**config.mk**
```make
export PLATFORM = sky130hd
export DESIGN_NAME = spi_blk_erase_ctl
export DESIGN_NICKNAME = d
export VERILOG_FILES = /design/src/rtl/spi_blk_erase_ctl.sv
export SDC_FILE = /design/constraint.sdc
export NUM_CORES = 1
export LEC_CHECK = 0
export ABC_CLOCK_PERIOD_IN_PS = 2200
export BUFFER_PORTS_ARGS = -buffer_cell sky130_fd_sc_hd__buf_2
export CAP_MARGIN = 20
export CORE_UTILIZATION = 35
export CTS_CLUSTER_SIZE = 12
export DETAILED_ROUTE_END_ITERATION = 8
export GPL_ROUTABILITY_DRIVEN = 0
export PLACE_DENSITY_LB_ADDON = 0.05
export SETUP_SLACK_MARGIN = 0.1
export SLEW_MARGIN = 0
export SYNTH_ARGS = -nofsm -noshare
export SYNTH_HDL_FRONTEND = slang
export SYNTH_SLANG_ARGS = --single-unit
```
**constraint.sdc**
```tcl
create_clock -name clk -period 2.2 [get_ports clk]
set_input_delay 0 -clock clk [delete_from_list [all_inputs] [get_ports clk]]
set_output_delay 0 -clock clk [all_outputs]
set_load 0.01 [all_outputs]
```
**src/rtl/spi_blk_erase_ctl.sv**
```systemverilog
module spi_blk_erase_ctl #(
  parameter int ERASE_CYCLES = 200,
  parameter int BLK_BITS     = 4
) (
  input  logic                clk,
  input  logic                rst_n,
  input  logic                cs_n,
  input  logic                sclk,
  input  logic                mosi,
  input  logic                prot_cmp,
  input  logic                prot_tb,
  input  logic [2:0]          prot_bp,
  output logic                miso,
  output logic                miso_oe,
  output logic                erase_req,
  output logic [BLK_BITS-1:0] erase_blk
);
  localparam int TW   = $clog2(ERASE_CYCLES + 1);
  localparam int NBLK = 1 << BLK_BITS;
  localparam logic [7:0] OP_WREN = 8'h06, OP_WRDI = 8'h04, OP_RDSR = 8'h05, OP_ERASE = 8'hD8;

  logic [2:0] cs_q, sck_q;
  logic [1:0] mosi_q;
  always_ff @(posedge clk or negedge rst_n) begin
    if (!rst_n) begin
      cs_q   <= 3'b111;
      sck_q  <= 3'b000;
      mosi_q <= 2'b00;
    end else begin
      cs_q   <= {cs_q[1:0], cs_n};
      sck_q  <= {sck_q[1:0], sclk};
      mosi_q <= {mosi_q[0], mosi};
    end
  end

  wire cs_act   = ~cs_q[1];
  wire cs_fall  = ~cs_q[1] &  cs_q[2];
  wire cs_rise  =  cs_q[1] & ~cs_q[2];
  wire sck_rise =  sck_q[1] & ~sck_q[2];
  wire sck_fall = ~sck_q[1] &  sck_q[2];
  wire mosi_s   = mosi_q[1];

  logic [2:0]  bitcnt, nbytes;
  logic [31:0] word;
  logic [7:0]  op, out_sh;
  logic        busy, wel;
  logic [TW-1:0] timer;
  logic [BLK_BITS-1:0] blk;

  wire rdsr_phase = (op == OP_RDSR) && (nbytes != 3'd0);
  wire [7:0] status = {6'b0, wel, busy};

  always_ff @(posedge clk or negedge rst_n) begin
    if (!rst_n) begin
      bitcnt <= '0;
      nbytes <= '0;
      word   <= '0;
      op     <= '0;
      out_sh <= '0;
    end else if (cs_fall) begin
      bitcnt <= '0;
      nbytes <= '0;
      op     <= '0;
      out_sh <= '0;
    end else if (cs_act) begin
      if (sck_rise) begin
        word   <= {word[30:0], mosi_s};
        bitcnt <= bitcnt + 3'd1;
        if (bitcnt == 3'd7) begin
          if (nbytes != 3'd7) nbytes <= nbytes + 3'd1;
          if (nbytes == 3'd0) op <= {word[6:0], mosi_s};
        end
      end
      if (sck_fall && rdsr_phase)
        out_sh <= (bitcnt == 3'd0) ? status : {out_sh[6:0], 1'b0};
    end
  end

  wire [BLK_BITS-1:0] tgt_blk = word[16 +: BLK_BITS];
  logic prot_hit;
  always_comb begin
    int n;
    logic hit;
    hit = 1'b0;
    n = 0;
    if (prot_bp != 3'd0) begin
      if (int'(prot_bp) - 1 >= BLK_BITS) hit = 1'b1;
      else begin
        n = 1 << (int'(prot_bp) - 1);
        hit = prot_tb ? (int'(tgt_blk) < n) : (int'(tgt_blk) >= NBLK - n);
      end
    end
    prot_hit = hit ^ prot_cmp;
  end

  wire frame_end = cs_rise && (bitcnt == 3'd0);

  always_ff @(posedge clk or negedge rst_n) begin
    if (!rst_n) begin
      busy  <= 1'b0;
      wel   <= 1'b0;
      timer <= '0;
      blk   <= '0;
    end else if (busy) begin
      if (timer == '0) begin
        busy <= 1'b0;
        wel  <= 1'b0;
      end else begin
        timer <= timer - 1'b1;
      end
    end else if (frame_end) begin
      if (nbytes == 3'd1 && word[7:0] == OP_WREN) wel <= 1'b1;
      if (nbytes == 3'd1 && word[7:0] == OP_WRDI) wel <= 1'b0;
      if (nbytes == 3'd4 && word[31:24] == OP_ERASE && wel && !prot_hit) begin
        busy  <= 1'b1;
        timer <= TW'(ERASE_CYCLES - 1);
        blk   <= tgt_blk;
      end
    end
  end

  assign miso      = out_sh[7];
  assign miso_oe   = cs_act && rdsr_phase;
  assign erase_req = busy;
  assign erase_blk = blk;

  assert_start_needs_wel_R6: assert property (@(posedge clk) disable iff (!rst_n)
    $rose(busy) |-> $past(wel));
  assert_start_unprotected_R7: assert property (@(posedge clk) disable iff (!rst_n)
    $rose(busy) |-> !$past(prot_hit));
  assert_start_on_32_bits_R5: assert property (@(posedge clk) disable iff (!rst_n)
    $rose(busy) |-> $past(nbytes == 3'd4 && bitcnt == 3'd0 && cs_rise));
  assert_busy_holds_R8: assert property (@(posedge clk) disable iff (!rst_n)
    (busy && timer != '0) |=> busy);
  assert_wel_cleared_at_end_R8: assert property (@(posedge clk) disable iff (!rst_n)
    $fell(busy) |-> !wel);
  assert_state_frozen_busy_R9: assert property (@(posedge clk) disable iff (!rst_n)
    (busy && $past(busy)) |-> ($stable(wel) && $stable(blk)));
endmodule

```
==> metrics.txt <==
kind of critical path=in2reg; Post-DRT Antenna Nets=0; number of clock sinks=76; Hold Path Class=in2reg; post-route cell area=4578 um^2; layout cells sized above 1=40.86%; status=finished, violations left; Main synth FF type=dfrtp_1; Initial Util=36.64%; EDFF count, synth=0; fmax=414.4 MHz; Pleak=2.277 nW; Arrival @ worst endpoint=2.65 ns; initial DRC count=99; combinational share of power=10.5%; Vias per Instance=4.778; Die X=104.1 um; Cell Count, Final, Fillers Out=505; largest net degree at the start of global routing=46; max-slew violations=0; Yosys Warn Count=0; switching power total=737.6 uW; number of nets in the layout=396; Int Power=2.170 mW; Ports=17; synthesized instance count=304; failing checks=negative setup slack; htree depth=3; Seq/Total Area, Yosys=52.25%; vias in the first global route=2419; fill count=913; reg2reg end=timer[1]; top-area cell type share of the netlist area=50.09%; drt total wl=7154 um; RSZ-0062 raised after global routing=yes; HPWL after detailed placement=4807 um; clock slew at reported path FFs=0.09 ns; Reg2Reg Depth=9; clk_skew=0.01658 ns; flops & latches, synth=76; Required @ worst endpoint=2.43 ns; Area contributors post-synth=dfrtp_1 (50%), mux2_2 (10%), ha_1 (6.5%), mux2i_1 (3.6%), nand2_1 (2.3%); crit path launch type=input pin; Worst Hold Launch=prot_cmp; most area-hungry cell type in the Yosys netlist=dfrtp_1; Worst Path Max Fanout=4; Total GRT Usage=14.18%; Inserted Clock Buffers=9; worst slack, placed=-0.6883 ns; endpoints failing hold=0; max cap viols=0; num rows=36; grt total ovfl=0; Sw Ratio=25.37%; dpl cells=478; Post-route DRC=0; pwr/cell area=635.0 nW/um^2; crit path setup slack, layout=-0.2130 ns; number of buffers added on ports=16; first-pass GRT wire length=12180 um; GRT busiest layer=met2; Syn Area/Cell=12.00 um^2; M3 GR Usage=3.321%; WHS Path Cells=4; CTS tree=yes; clock share of power=38.2%; FFs w/ async S/R, synth=100.0%; Flop pwr share=51.3%; Rel. slew slack=65.27%; most common cell in the netlist=dfrtp_1; routed via count=2413; Netlist Area Pre-Place=3647 um^2; Clock Tree Root=clkbuf_8; Area after DPL=4169 um^2; worst reg-to-reg setup slack=0.04 ns; Ant. Diodes=0; met2 usage=21.14%; RR Startpoint=word[18]; initial antenna violation count=0; Tmin final=2.413 ns; DRT Pass-1 Iters=4; Mapped Nets=333; Synth cell types=53; clock buffer depth=2; wire length per cell=14.17 um; grt met1 use=19.73%; Slew @ Worst Pin=0.5194 ns; Clk Latency, worst-skew pair=0.36 ns; Post-synth top cells=dfrtp_1 (73), mux2_2 (33), nand2_1 (22); Chip Height=104.1 um; final setup fails=12; DIE AREA=10830 um^2; fin crit share=109.7%; Syn-to-layout area delta=25.52%; core area=9955 um^2; hold endpoint=erase_req; VDD IR max=0.0003430 V; Worst setup EP type=register
==> timing repair <==
action                     CTS  global route
hold endpoints to repair    59             0
resized for setup           13            11
pin swaps                   10            14
hold buffers                 4             0
setup endpoints to repair   13            21
buffers inserted             7             2
==> cell type report <==
type	instances	area, um^2	share of cell area (%)
sequential	76	1906	41.62
multi-input combinational	202	1758	38.40
timing repair buffer	60	465.4	10.17
tap	133	166.4	3.635
clock buffer	10	137.6	3.006
inverter	18	75.07	1.640
clock inverter	6	70.07	1.530
==> registers in the layout, summed over array words and instances (netlist names) <==
signal     flops
word          32
op             8
out_sh         8
timer          8
erase_blk      4
bitcnt         3
cs_q           3
nbytes         3
sck_q          3
mosi_q         2
erase_req      1
wel            1
==> cell families (layout without fill, tap and decap cells) <==
group                    Yosys count  in the layout  synth area share (%)
XOR/XNOR                           9              9                 2.161
buffers and inverters             26             94                 3.327
AND/OR/NAND/NOR                   89             89                 13.79
flip-flops                        76             76                 52.25
multiplexers                      51             51                 15.81
adder cells (fa/ha/maj)           19             19                 6.518
AO/OA/AOI/OAI                     34             34                 6.141
==> power by group through the flow <==
stage                     Clock (mW)  Sequential (mW)  Combinational (mW)
final                           1.11             1.49               0.305
after detailed placement           0             1.52               0.262
after CTS                       1.16             1.49               0.291
after global placement             0             1.52               0.260
after floorplan                    0             1.50               0.155
after global routing            1.21             1.50               0.340
==> cell usage in the layout (no fill, tap or decap), types with 5 or more instances in the layout <==
cell type  count
a21oi_1        8
dfrtp_1       73
o21ai_0        6
nor2_1        21
nand3_1        7
a21oi_2        5
nand2_1       20
mux2_4         6
mux2_2        32
buf_4         37
mux2i_1       13
buf_2         14
inv_1         14
ha_1          14
clkbuf_8      10
==> metrics by stage <==
step                utilization [%]  hold WS (ns)  TNS, ns  total power [mW]
floorplan                         -       -0.2956   -3.149             1.654
global placement              41.88      -0.02433   -7.695             1.776
detailed placement            41.88      -0.01777   -7.998             1.778
CTS                           45.39       0.09143   -1.887             2.936
global route                  45.99        0.1219   -3.210             3.046
finish                        45.99        0.1135   -1.627             2.907
==> per-layer routing <==
layer	share of wire, %	vias up
met5	0	-
met4	1.4	0
met3	2.9	10
met2	45	30
met1	50	1184
li1	-	1189
==> worst max-delay path, cell delays in order <==
cell,delay (ns)
buf_8,0.08
clkinvlp_4,0.12
ha_4,0.21
inv_4,0.05
nand3_2,0.07
a21oi_2,0.16
nand2_2,0.10
ha_4,0.18
xnor2_2,0.12
ha_1,0.30
o21ai_2,0.05
a221oi_2,0.26
a21oi_2,0.10
or2_1,0.23
buf_4,0.14
o211ai_2,0.17
mux2_4,0.31
==> worst max-delay path by stage <==
stage / startpoint / endpoint / cells after the start
after floorplan: prot_bp[1] / erase_blk[0] / 16
after global placement: prot_bp[1] / timer[5] / 17
after detailed placement: prot_bp[1] / timer[5] / 17
after CTS: prot_bp[1] / timer[1] / 17
after global routing: prot_bp[1] / timer[1] / 15
final: prot_bp[1] / timer[1] / 17
Power figures use the tool's default switching activity.
